===== config.mk =====
export PLATFORM = sky130hd
export DESIGN_NAME = sleep_wake_timer
export DESIGN_NICKNAME = d
export VERILOG_FILES = /design/src/rtl/swt_pkg.sv /design/src/rtl/swt_regs.sv /design/src/rtl/swt_tick_timer.sv /design/src/rtl/swt_wake_ctrl.sv /design/src/rtl/sleep_wake_timer.sv
export SDC_FILE = /design/constraint.sdc
export NUM_CORES = 1
export LEC_CHECK = 0
export BUFFER_PORTS_ARGS = -buffer_cell sky130_fd_sc_hd__buf_2
export CORE_MARGIN = 4
export CORE_UTILIZATION = 65
export CTS_BUF_LIST = sky130_fd_sc_hd__clkbuf_2
export DETAILED_ROUTE_END_ITERATION = 7
export PLACE_DENSITY_LB_ADDON = 0.15
export SETUP_SLACK_MARGIN = 0.15
export SYNTH_ARGS = -nofsm -noshare
export SYNTH_HDL_FRONTEND = slang
export SYNTH_HIERARCHICAL = 1
export SYNTH_SLANG_ARGS = --single-unit

===== constraint.sdc =====
create_clock -name clk -period 7.1 [get_ports clk]
set_clock_uncertainty 0.15 [all_clocks]
set_input_delay 0.71 -clock clk [delete_from_list [all_inputs] [get_ports clk]]
set_output_delay 0.71 -clock clk [all_outputs]
set_load 0.02 [all_outputs]

===== src/rtl/swt_pkg.sv =====
package swt_pkg;

    localparam int BYTE_W   = 8;
    localparam int INT_W    = 23;
    localparam int ADDR_W   = 3;
    localparam int TOP_BITS = INT_W - 2 * BYTE_W;

    localparam logic [ADDR_W-1:0] OFS_DLY = 3'd0;
    localparam logic [ADDR_W-1:0] OFS_CTL = 3'd1;
    localparam logic [ADDR_W-1:0] OFS_IVM = 3'd2;
    localparam logic [ADDR_W-1:0] OFS_IVL = 3'd3;
    localparam logic [ADDR_W-1:0] OFS_CMD = 3'd4;

    localparam logic [BYTE_W-1:0] DLY_RESET = 8'h03;

    typedef enum logic [1:0] {
        T_OFF  = 2'd0,
        T_RUN  = 2'd1,
        T_HOLD = 2'd2
    } tmr_state_e;

    typedef enum logic [1:0] {
        W_IDLE = 2'd0,
        W_WAIT = 2'd1,
        W_GO   = 2'd2
    } wake_state_e;

    typedef struct packed {
        logic              src_rc;
        logic              run_en;
        logic [INT_W-1:0]  interval;
        logic [BYTE_W-1:0] dly;
    } swt_cfg_t;

endpackage


===== src/rtl/swt_regs.sv =====
module swt_regs
    import swt_pkg::*;
(
    input  logic              clk,
    input  logic              rst_n,
    input  logic              bus_sel,
    input  logic              bus_wr,
    input  logic [ADDR_W-1:0] bus_addr,
    input  logic [BYTE_W-1:0] bus_wdata,
    output logic [BYTE_W-1:0] bus_rdata,
    input  logic              expire,
    output swt_cfg_t          cfg,
    output logic              flag
);

    logic [BYTE_W-1:0]   dly_q;
    logic                src_q;
    logic [TOP_BITS-1:0] iv_top_q;
    logic [BYTE_W-1:0]   iv_mid_q;
    logic [BYTE_W-1:0]   iv_low_q;
    logic                run_q;
    logic                flag_q;
    logic                wr_go;

    assign wr_go = bus_sel && bus_wr;

    always_ff @(posedge clk or negedge rst_n) begin
        if (!rst_n) begin
            dly_q    <= DLY_RESET;
            src_q    <= 1'b0;
            iv_top_q <= '0;
            iv_mid_q <= '0;
            iv_low_q <= '0;
            run_q    <= 1'b0;
        end else if (wr_go) begin
            unique case (bus_addr)
                OFS_DLY: dly_q <= bus_wdata;
                OFS_CTL: begin
                    src_q    <= bus_wdata[BYTE_W-1];
                    iv_top_q <= bus_wdata[TOP_BITS-1:0];
                end
                OFS_IVM: iv_mid_q <= bus_wdata;
                OFS_IVL: iv_low_q <= bus_wdata;
                OFS_CMD: run_q    <= bus_wdata[0];
                default: ;
            endcase
        end
    end

    // Sticky flag: a new expiry wins over a clear in the same cycle.
    always_ff @(posedge clk or negedge rst_n) begin
        if (!rst_n) begin
            flag_q <= 1'b0;
        end else if (expire) begin
            flag_q <= 1'b1;
        end else if (wr_go && bus_addr == OFS_CMD && bus_wdata[1]) begin
            flag_q <= 1'b0;
        end
    end

    always_comb begin
        unique case (bus_addr)
            OFS_DLY: bus_rdata = dly_q;
            OFS_CTL: bus_rdata = {src_q, iv_top_q};
            OFS_IVM: bus_rdata = iv_mid_q;
            OFS_IVL: bus_rdata = iv_low_q;
            OFS_CMD: bus_rdata = {{(BYTE_W-2){1'b0}}, flag_q, run_q};
            default: bus_rdata = '0;
        endcase
    end

    assign cfg.src_rc   = src_q;
    assign cfg.run_en   = run_q;
    assign cfg.interval = {iv_top_q, iv_mid_q, iv_low_q};
    assign cfg.dly      = dly_q;
    assign flag         = flag_q;

endmodule


===== src/rtl/swt_tick_timer.sv =====
module swt_tick_timer
    import swt_pkg::*;
#(
    parameter int CNT_W = INT_W
) (
    input  logic             clk,
    input  logic             rst_n,
    input  logic             tick_en,
    input  logic             run_en,
    input  logic             src_rc,
    input  logic             xtal_ok,
    input  logic [CNT_W-1:0] interval,
    output logic             expire
);

    localparam logic [CNT_W-1:0] ONE = {{(CNT_W-1){1'b0}}, 1'b1};

    tmr_state_e       state_q;
    tmr_state_e       state_nxt;
    logic [CNT_W-1:0] cnt_q;
    logic [CNT_W-1:0] period_q;
    logic             clk_good;
    logic             advance;
    logic             last;

    assign clk_good = src_rc || xtal_ok;

    // Next state follows the inputs in the same cycle, so gating is exact.
    always_comb begin
        state_nxt = state_q;
        unique case (state_q)
            T_OFF:  if (run_en) state_nxt = clk_good ? T_RUN : T_HOLD;
            T_RUN:  if (!run_en) state_nxt = T_OFF;
                    else if (!clk_good) state_nxt = T_HOLD;
            T_HOLD: if (!run_en) state_nxt = T_OFF;
                    else if (clk_good) state_nxt = T_RUN;
            default: state_nxt = T_OFF;
        endcase
    end

    always_ff @(posedge clk or negedge rst_n) begin
        if (!rst_n) state_q <= T_OFF;
        else        state_q <= state_nxt;
    end

    assign advance = tick_en && (state_nxt == T_RUN) && (period_q != '0);
    assign last    = (cnt_q == period_q - ONE);
    assign expire  = advance && last;

    always_ff @(posedge clk or negedge rst_n) begin
        if (!rst_n) begin
            cnt_q    <= '0;
            period_q <= '0;
        end else if (state_nxt == T_OFF) begin
            cnt_q    <= '0;
            period_q <= interval;
        end else if (advance) begin
            if (last) begin
                cnt_q    <= '0;
                period_q <= interval;
            end else begin
                cnt_q <= cnt_q + ONE;
            end
        end else if (period_q == '0) begin
            period_q <= interval;
        end
    end

endmodule


===== src/rtl/swt_wake_ctrl.sv =====
module swt_wake_ctrl
    import swt_pkg::*;
#(
    parameter int DLY_W   = BYTE_W,
    parameter int MIN_DLY = 3,
    parameter int UNIT    = 4
) (
    input  logic             clk,
    input  logic             rst_n,
    input  logic             tick_en,
    input  logic             expire,
    input  logic             pd_active,
    input  logic [DLY_W-1:0] dly,
    output logic             release_o
);

    localparam int               REM_W   = DLY_W + $clog2(UNIT) + 1;
    localparam logic [REM_W-1:0] REM_ONE = {{(REM_W-1){1'b0}}, 1'b1};
    localparam logic [DLY_W-1:0] DLY_MIN = DLY_W'(MIN_DLY);

    wake_state_e      state_q;
    wake_state_e      state_nxt;
    logic [REM_W-1:0] rem_q;
    logic [REM_W-1:0] rem_nxt;
    logic [DLY_W-1:0] dly_eff;
    logic [REM_W-1:0] span;
    logic             arm;

    assign dly_eff = (dly < DLY_MIN) ? DLY_MIN : dly;
    assign span    = REM_W'(dly_eff) * REM_W'(UNIT);
    assign arm     = expire && pd_active;

    always_comb begin
        state_nxt = state_q;
        rem_nxt   = rem_q;
        unique case (state_q)
            W_IDLE: if (arm) begin
                state_nxt = W_WAIT;
                rem_nxt   = span;
            end
            W_WAIT: if (tick_en) begin
                if (rem_q == REM_ONE) state_nxt = W_GO;
                else                  rem_nxt   = rem_q - REM_ONE;
            end
            W_GO: if (arm) begin
                state_nxt = W_WAIT;
                rem_nxt   = span;
            end else begin
                state_nxt = W_IDLE;
            end
            default: state_nxt = W_IDLE;
        endcase
    end

    always_ff @(posedge clk or negedge rst_n) begin
        if (!rst_n) begin
            state_q <= W_IDLE;
            rem_q   <= '0;
        end else begin
            state_q <= state_nxt;
            rem_q   <= rem_nxt;
        end
    end

    always_comb begin
        release_o = 1'b0;
        unique case (state_q)
            W_GO:    release_o = 1'b1;
            default: release_o = 1'b0;
        endcase
    end

endmodule


===== src/rtl/sleep_wake_timer.sv =====
module sleep_wake_timer
    import swt_pkg::*;
(
    input  logic              clk,
    input  logic              rst_n,
    input  logic              tick_en,
    input  logic              bus_sel,
    input  logic              bus_wr,
    input  logic [ADDR_W-1:0] bus_addr,
    input  logic [BYTE_W-1:0] bus_wdata,
    output logic [BYTE_W-1:0] bus_rdata,
    input  logic              xtal_ok,
    input  logic              pd_active,
    output logic              clk_src_rc,
    output logic              wake_irq,
    output logic              cpu_release
);

    swt_cfg_t cfg;
    logic     expire;
    logic     run_en;

    assign run_en     = cfg.run_en;
    assign clk_src_rc = cfg.src_rc;

    swt_regs u_regs (
        .clk       (clk),
        .rst_n     (rst_n),
        .bus_sel   (bus_sel),
        .bus_wr    (bus_wr),
        .bus_addr  (bus_addr),
        .bus_wdata (bus_wdata),
        .bus_rdata (bus_rdata),
        .expire    (expire),
        .cfg       (cfg),
        .flag      (wake_irq)
    );

    swt_tick_timer #(.CNT_W(INT_W)) u_timer (
        .clk      (clk),
        .rst_n    (rst_n),
        .tick_en  (tick_en),
        .run_en   (run_en),
        .src_rc   (cfg.src_rc),
        .xtal_ok  (xtal_ok),
        .interval (cfg.interval),
        .expire   (expire)
    );

    swt_wake_ctrl #(.DLY_W(BYTE_W), .MIN_DLY(3), .UNIT(4)) u_wake (
        .clk       (clk),
        .rst_n     (rst_n),
        .tick_en   (tick_en),
        .expire    (expire),
        .pd_active (pd_active),
        .dly       (cfg.dly),
        .release_o (cpu_release)
    );

endmodule


==> results of run 1 <==
==> layout make-up <==
| class | count | area [um^2] |
|---|---|---|
| clock buffers | 9 | 45.04 |
| well taps | 108 | 135.1 |
| multi-input cells | 408 | 3249 |
| clock inverters | 7 | 80.08 |
| fillers | 614 | 2669 |
| inverters | 12 | 45.04 |
| repair buffers | 30 | 160.2 |
| flip-flops and latches | 95 | 2380 |
==> Yosys cell counts (8+ instances only) <==
cell      count
nor2_1       37
a221o_1       9
inv_1        12
nand3_1      24
mux2_4       28
o21ai_0      16
nand2_1      25
mux2_2       31
clkbuf_1     12
and2_1       10
nor4_1       16
dfrtp_1      93
nor3_1       20
buf_2         8
o31ai_1      14
xor2_1        8
a22o_1        9
or3_1        10
a31oi_1       9
xnor2_1      17
nand4_1       8
==> worst max-delay path: stages (launching register included) <==
cell and delay (ps):
dfrtp_1 550, nor4_1 500, nand4b_1 410, or3_1 480
a211o_1 350, nor4b_1 290, and3_1 820, nor2_2 330
a221o_1 400
==> kinds of logic after synthesis <==
family                   count (synthesis)  share of synthesized area
AND/OR/NAND/NOR                        211                     0.2191
AO/OA/AOI/OAI                          101                     0.1301
flip-flops                              95                     0.4043
multiplexers                            67                     0.1571
buffers and inverters                   44                    0.04378
XOR/XNOR                                25                    0.03719
adder cells (fa/ha/maj)                  4                   0.008502
==> sequential cells by signal (all words and copies together), names as in the netlist, 7 cells and up <==
signal / cells
u_regs/iv_top_q: 7
u_timer/period_q: 23
u_regs/dly_q: 8
u_timer/cnt_q: 23
u_regs/iv_mid_q: 8
u_wake/rem_q: 11
u_regs/iv_low_q: 8
==> report_power, final <==
group / leakage (uW) / internal (uW) / switching (uW) / total (uW)
sequential: 0.00120 / 672 / 208 / 880
combinational: 0.00138 / 332 / 315 / 648
clock: 0.0000744 / 86.1 / 197 / 283
total: 0.00266 / 1090 / 720 / 1810
==> per-stage QoR <==
stage | cell area (um^2) | cells | utilization | power (uW) | hold WS, ps
after floorplan | 5887 | 547 | - | 1374 | 264.4
final | 6095 | 669 | 0.6955 | 1811 | 190.7
after CTS | 6095 | 669 | 0.6955 | 1809 | 145.6
after detailed placement | 5959 | 652 | 0.6800 | 1527 | 341.6
after global routing | 6095 | 669 | 0.6955 | 1930 | 118.7
after global placement | 5959 | 652 | 0.6800 | 1501 | 339.8
==> layer usage <==
metal | part of all wire | GRT usage | vias to the layer above
met2 | 0.48 | 0.4124 | 175
met3 | 0.057 | 0.03180 | 28
met5 | 0 | 0 | -
li1 | - | - | 2099
met1 | 0.44 | 0.3824 | 2173
met4 | 0.024 | 0.1016 | 0
==> worst max path at each step <==
stage                                           startpoint                             to  slack, ps  cells after the start
final                     u_timer/period_q[13]$_DFFE_PN0P_  u_timer/cnt_q[11]$_DFFE_PN0P_       2750                      8
after detailed placement   u_timer/period_q[0]$_DFFE_PN0P_    u_wake/rem_q[6]$_DFFE_PN0P_       2810                     13
after global placement     u_timer/period_q[0]$_DFFE_PN0P_    u_wake/rem_q[6]$_DFFE_PN0P_       2850                     13
after CTS                  u_timer/period_q[0]$_DFFE_PN0P_    u_wake/rem_q[6]$_DFFE_PN0P_       2760                     13
after floorplan            u_timer/period_q[0]$_DFFE_PN0P_    u_wake/rem_q[6]$_DFFE_PN0P_       3260                     14
after global routing       u_timer/period_q[2]$_DFFE_PN0P_    u_wake/rem_q[6]$_DFFE_PN0P_       2380                     11
==> out/metrics.yaml, run 1 <==
status: "completed"
drt_iter0_markers: 255
tightestPinTransition_ps: 1013
die-area_um2: 10640
yosys.area.top_type: "dfrtp_1"
grt_pass1_vias: 4249
ctsResizeCount: 0
fmax_ghz: 0.2301
p_leak_uw: 0.002660
worstHoldPathCells: 2
drv_slew: 0
drt-total-wl_um: 13460
layout_common_cells: "93 x dfrtp_1, 37 x nor2_1, 31 x mux2_2"
grt_pass1_wl_um: 22150
min_to: "u_timer/state_q[1]$_DFF_PN0_"
portBuffers: 28
synth_ff_type: "dfrtp_1"
reg2reg_slack_ps: 2750
gp_congestion: 0.9405
hold_viol: 0
end_kind: "flip-flop"
track_usage: 0.2656
die_height_um: 103.2
drt_pre_antenna_iters: 5
ant_nets: 0
peakVddDrop_mv: 0.1992
yosysSeqAreaShare: 0.4043
cts_buffers: 9
crit_type: "flip-flop to flip-flop"
syn_nets: 569
fp.dieW_um: 103.2
async_flop_share: 1.000
vias: 4475
min_period_ps: 4346
drive_above_1_share: 0.2406
drc: 0
root_buffer: "clkbuf_2"
crit_required_ps: 7410
powerDensity_nw_per_um2: 297.1
hold_buffers: 1
ys_top_cells_by_area: "dfrtp_1 40%, mux2_4 7.1%, mux2_2 5.9%"
finalNetCount: 578
viasPerCell: 6.689
clk_latency_ps: 550
design.portCount: 29
setup_viol: 0
syn_inst: 547
arrival_ps: 4660
avgSynthCellArea_um2: 10.76
synth_cell_types: 84
cts_buffer_depth: 2
grt_max_degree: 83
place_ws_ps: 2805
rsz0062_at_grt: "false"
crit_fanout: 24
cp-start-kind: "flip-flop"
wl_per_cell_um: 20.12
row_count: 34
post-route-period-util: 0.6121
cts_setup_buffers: 0
syn2layout_area_growth_pct: 3.528
hold_start: "xtal_ok"
r2r-end: "u_timer/cnt_q[11]$_DFFE_PN0P_"
core_area_um2: 8763
worstRegToRegCells: 8
htreeDepth: 3
clk_pin_slew_ps: 260
yosys_warnings: 6
antenna_found_initial: 0
final_common_cell: "dfrtp_1"
setup_ws_ps: 2754
synth_edf_count: 0
hp-class: "input port to flip-flop"
hpwl_um: 9917
cap_violations: 0
grt_overflow: 0
reg2reg_from: "u_timer/period_q[13]$_DFFE_PN0P_"
cts.sinks: 95
synth_top_area_frac: 0.3953
fin_setup_tns_ps: 0
cts_tree: "built"
synth-seq-cells: 95
slew_headroom: 0.3249
insertedDiodeCount: 0
netlist_area_um2: 5887
initial_utilization: 0.6718
Note: power is estimated with default switching activity, not from simulation.
==> run 2, diff against run 1 <==
ABC_AREA = 1   (was unset)
CORE_UTILIZATION = 64   (was 65)
clock period = 4.1 ns   (was 7.1 ns; I/O delays follow)
==> run 2 against run 1 <==
  * First-iteration DRC count up 48%
  * Worst hold slack worse by 130 ps
  * Sequential share of layout area down 2.1 points
  * Register-to-register slack worse by 2000 ps
  * Clock power up 76%
  * Via count up 27%
  * Critical path depth up 8
  * Setup slack worse by 2000 ps
  * Sequential power up 61%
  * Flip-flop and latch count unchanged
  * Critical endpoint is now u_wake/rem_q[8]$_DFFE_PN0P_
==> out/metrics.yaml, run 2 <==
grt_pass1_vias: 5399
antenna_found_initial: 0
cap_violations: 0
drc: 0
worstHoldPathCells: 3
setup_viol: 0
vias: 5670
portBuffers: 28
regArea_um2: 2380
synth_edf_count: 0
r2r-end: "u_wake/rem_q[8]$_DFFE_PN0P_"
insertedDiodeCount: 0
grt_max_degree: 75
reg2reg_slack_ps: 730
fp.dieW_um: 105.3
biggestRegsByFlops: "u_timer/cnt_q: 23 flops, u_timer/period_q: 23 flops, u_wake/rem_q: 11 flops"
core_area_um2: 9240
grt_overflow: 0
cts_buffer_depth: 2
initial_utilization: 0.6563
peakVddDrop_mv: 0.3284
powerDensity_nw_per_um2: 522.4
drv_slew: 0
synth_cell_types: 39
worstRegToRegCells: 16
viasPerCell: 5.733
arrival_ps: 3750
crit_required_ps: 4480
async_flop_share: 1.000
syn_inst: 829
yosysMostFrequentCell: "nand2_1"
htreeDepth: 3
status: "completed"
synth-seq-cells: 95
layout_common_cells: "251 x nand2_1, 93 x dfrtp_1, 83 x nand3_1"
drt_pre_antenna_iters: 7
cp-start-kind: "flip-flop"
ys_top_cells_by_area: "dfrtp_1 38%, nand2_1 16%, nand3_1 6.8%"
grt_util_met2: 0.4891
gp_congestion: 0.9252
die-area_um2: 11100
drive_above_1_share: 0.1105
clk_latency_ps: 570
track_usage: 0.2904
fin_setup_tns_ps: 0
rsz0062_at_grt: "false"
min_to: "u_regs/run_q$_DFFE_PN0P_"
dpl.cell_count: 961
finalNetCount: 877
syn_nets: 851
drt_iter0_markers: 378
reg2reg_from: "u_timer/period_q[0]$_DFFE_PN0P_"
multi_input_area_um2: 3153
yosysSeqAreaShare: 0.3924
place_ws_ps: 862.2
min_period_ps: 3368
hold-worst-slack_ps: 58.94
synth_ff_type: "dfrtp_1"
design.portCount: 29
synth_commonest_cells: "251 x nand2_1, 93 x dfrtp_1, 83 x nand3_1"
root_buffer: "clkbuf_2"
cts.sinks: 95
yosys.area.top_type: "dfrtp_1"
fill_cells: 799
slew_headroom: 0.3921
cts_buffers: 9
die_height_um: 105.3
crit_fanout: 17
wl_per_cell_um: 15.74
grtUsageMet3: 0.05083
top_usage_layer: "met2"
use_met1: 0.3737
cts_setup_buffers: 0
setup_ws_ps: 731.9
p_leak_uw: 0.003114
hp-class: "input port to flip-flop"
fmax_ghz: 0.2969
syn2layout_area_growth_pct: 6.107
finalNonFillerCells: 989
crit_type: "flip-flop to flip-flop"
netlist_area_um2: 6065
hpwl_um: 11710
end_kind: "flip-flop"
grt_pass1_wl_um: 26060
avgSynthCellArea_um2: 7.316
hold_start: "bus_addr[2]"
clk_pin_slew_ps: 290
postLayoutCoreUtil: 0.6964
cts_tree: "built"
final_common_cell: "nand2_1"
yosys_warnings: 6
tightestPinTransition_ps: 911.8
row_count: 35
post-route-period-util: 0.8215
ant_nets: 0
drt-total-wl_um: 15570
hold_viol: 0
synth_top_area_frac: 0.3837
==> run 2: cell types whose count changed in the layout (fill, tap and decap cells not counted), moves of 17 or more <==
cell	delta
inv_1	+66
mux2_2	-31
mux2_4	-28
nand2_1	+226
nand3_1	+59
nand4_1	+26
nor2_1	+37
o21ai_1	+27
xor2_1	+17
==> run 2: metal layers <==
layer,part of all wire,routed length (um),up-vias
met3,0.056,870,32
li1,-,-,2745
met5,0,0,-
met2,0.50,7719,221
met4,0.031,478,0
met1,0.42,6501,2672
==> run 2: through the flow <==
step / total power, uW / area, um^2
after global routing: 3644 / 6435
after CTS: 3349 / 6435
final: 3361 / 6435
after floorplan: 2496 / 6065
after detailed placement: 2840 / 6188
after global placement: 2794 / 6188
==> run 2: how the worst max path moves through the flow <==
| stage | slack (ps) | to | cells after the start | start |
|---|---|---|---|---|
| floorplan | 1480 | u_wake/rem_q[5]$_DFFE_PN0P_ | 17 | u_timer/period_q[0]$_DFFE_PN0P_ |
| global placement | 1060 | u_wake/rem_q[8]$_DFFE_PN0P_ | 15 | u_timer/period_q[0]$_DFFE_PN0P_ |
| detailed placement | 860 | u_wake/rem_q[8]$_DFFE_PN0P_ | 15 | u_timer/period_q[0]$_DFFE_PN0P_ |
| CTS | 810 | u_wake/rem_q[8]$_DFFE_PN0P_ | 15 | u_timer/period_q[0]$_DFFE_PN0P_ |
| global route | 450 | u_wake/rem_q[8]$_DFFE_PN0P_ | 16 | u_timer/period_q[0]$_DFFE_PN0P_ |
| finish | 730 | u_wake/rem_q[8]$_DFFE_PN0P_ | 16 | u_timer/period_q[0]$_DFFE_PN0P_ |
==> run 2: kinds of logic (layout without fill, tap and decap cells) <==
group,after synthesis,after routing,synth area share
flops,95,95,0.3924
simple gates,494,494,0.3773
fa+ha+maj,4,4,0.008253
xor+xnor,40,40,0.05777
buf+inv,115,146,0.08768
compound gates,81,81,0.07654
==> run 2: final cells by class <==
cell class	instances	area share
multi-input combinational	619	0.4900
sequential	95	0.3698
inverter	87	0.05114
timing repair buffer	43	0.04433
tap	129	0.02508
clock inverter	6	0.01186
clock buffer	10	0.007778
==> run 2: repair_timing <==
item	4_1_cts	5_1_grt
resized for setup	0	0
hold buffers	12	0
hold endpoints to repair	107	0
==> run 2: critical path: stages (launching register included) <==
cell,delay [ps]
dfrtp_1,470
inv_1,140
ha_1,220
nand2_1,150
nor2_2,430
nand3_1,130
nand2_1,140
nand3_1,120
nor2_1,110
nand3_1,80
nor3_1,330
nand3_1,160
o21ai_1,190
nand2_4,180
inv_2,160
nand3_1,80
nand2_1,70
==> run 2: where the power goes <==
part,internal [uW],switching (uW)
registers,1140,275
logic,485,961
clock network,154,345
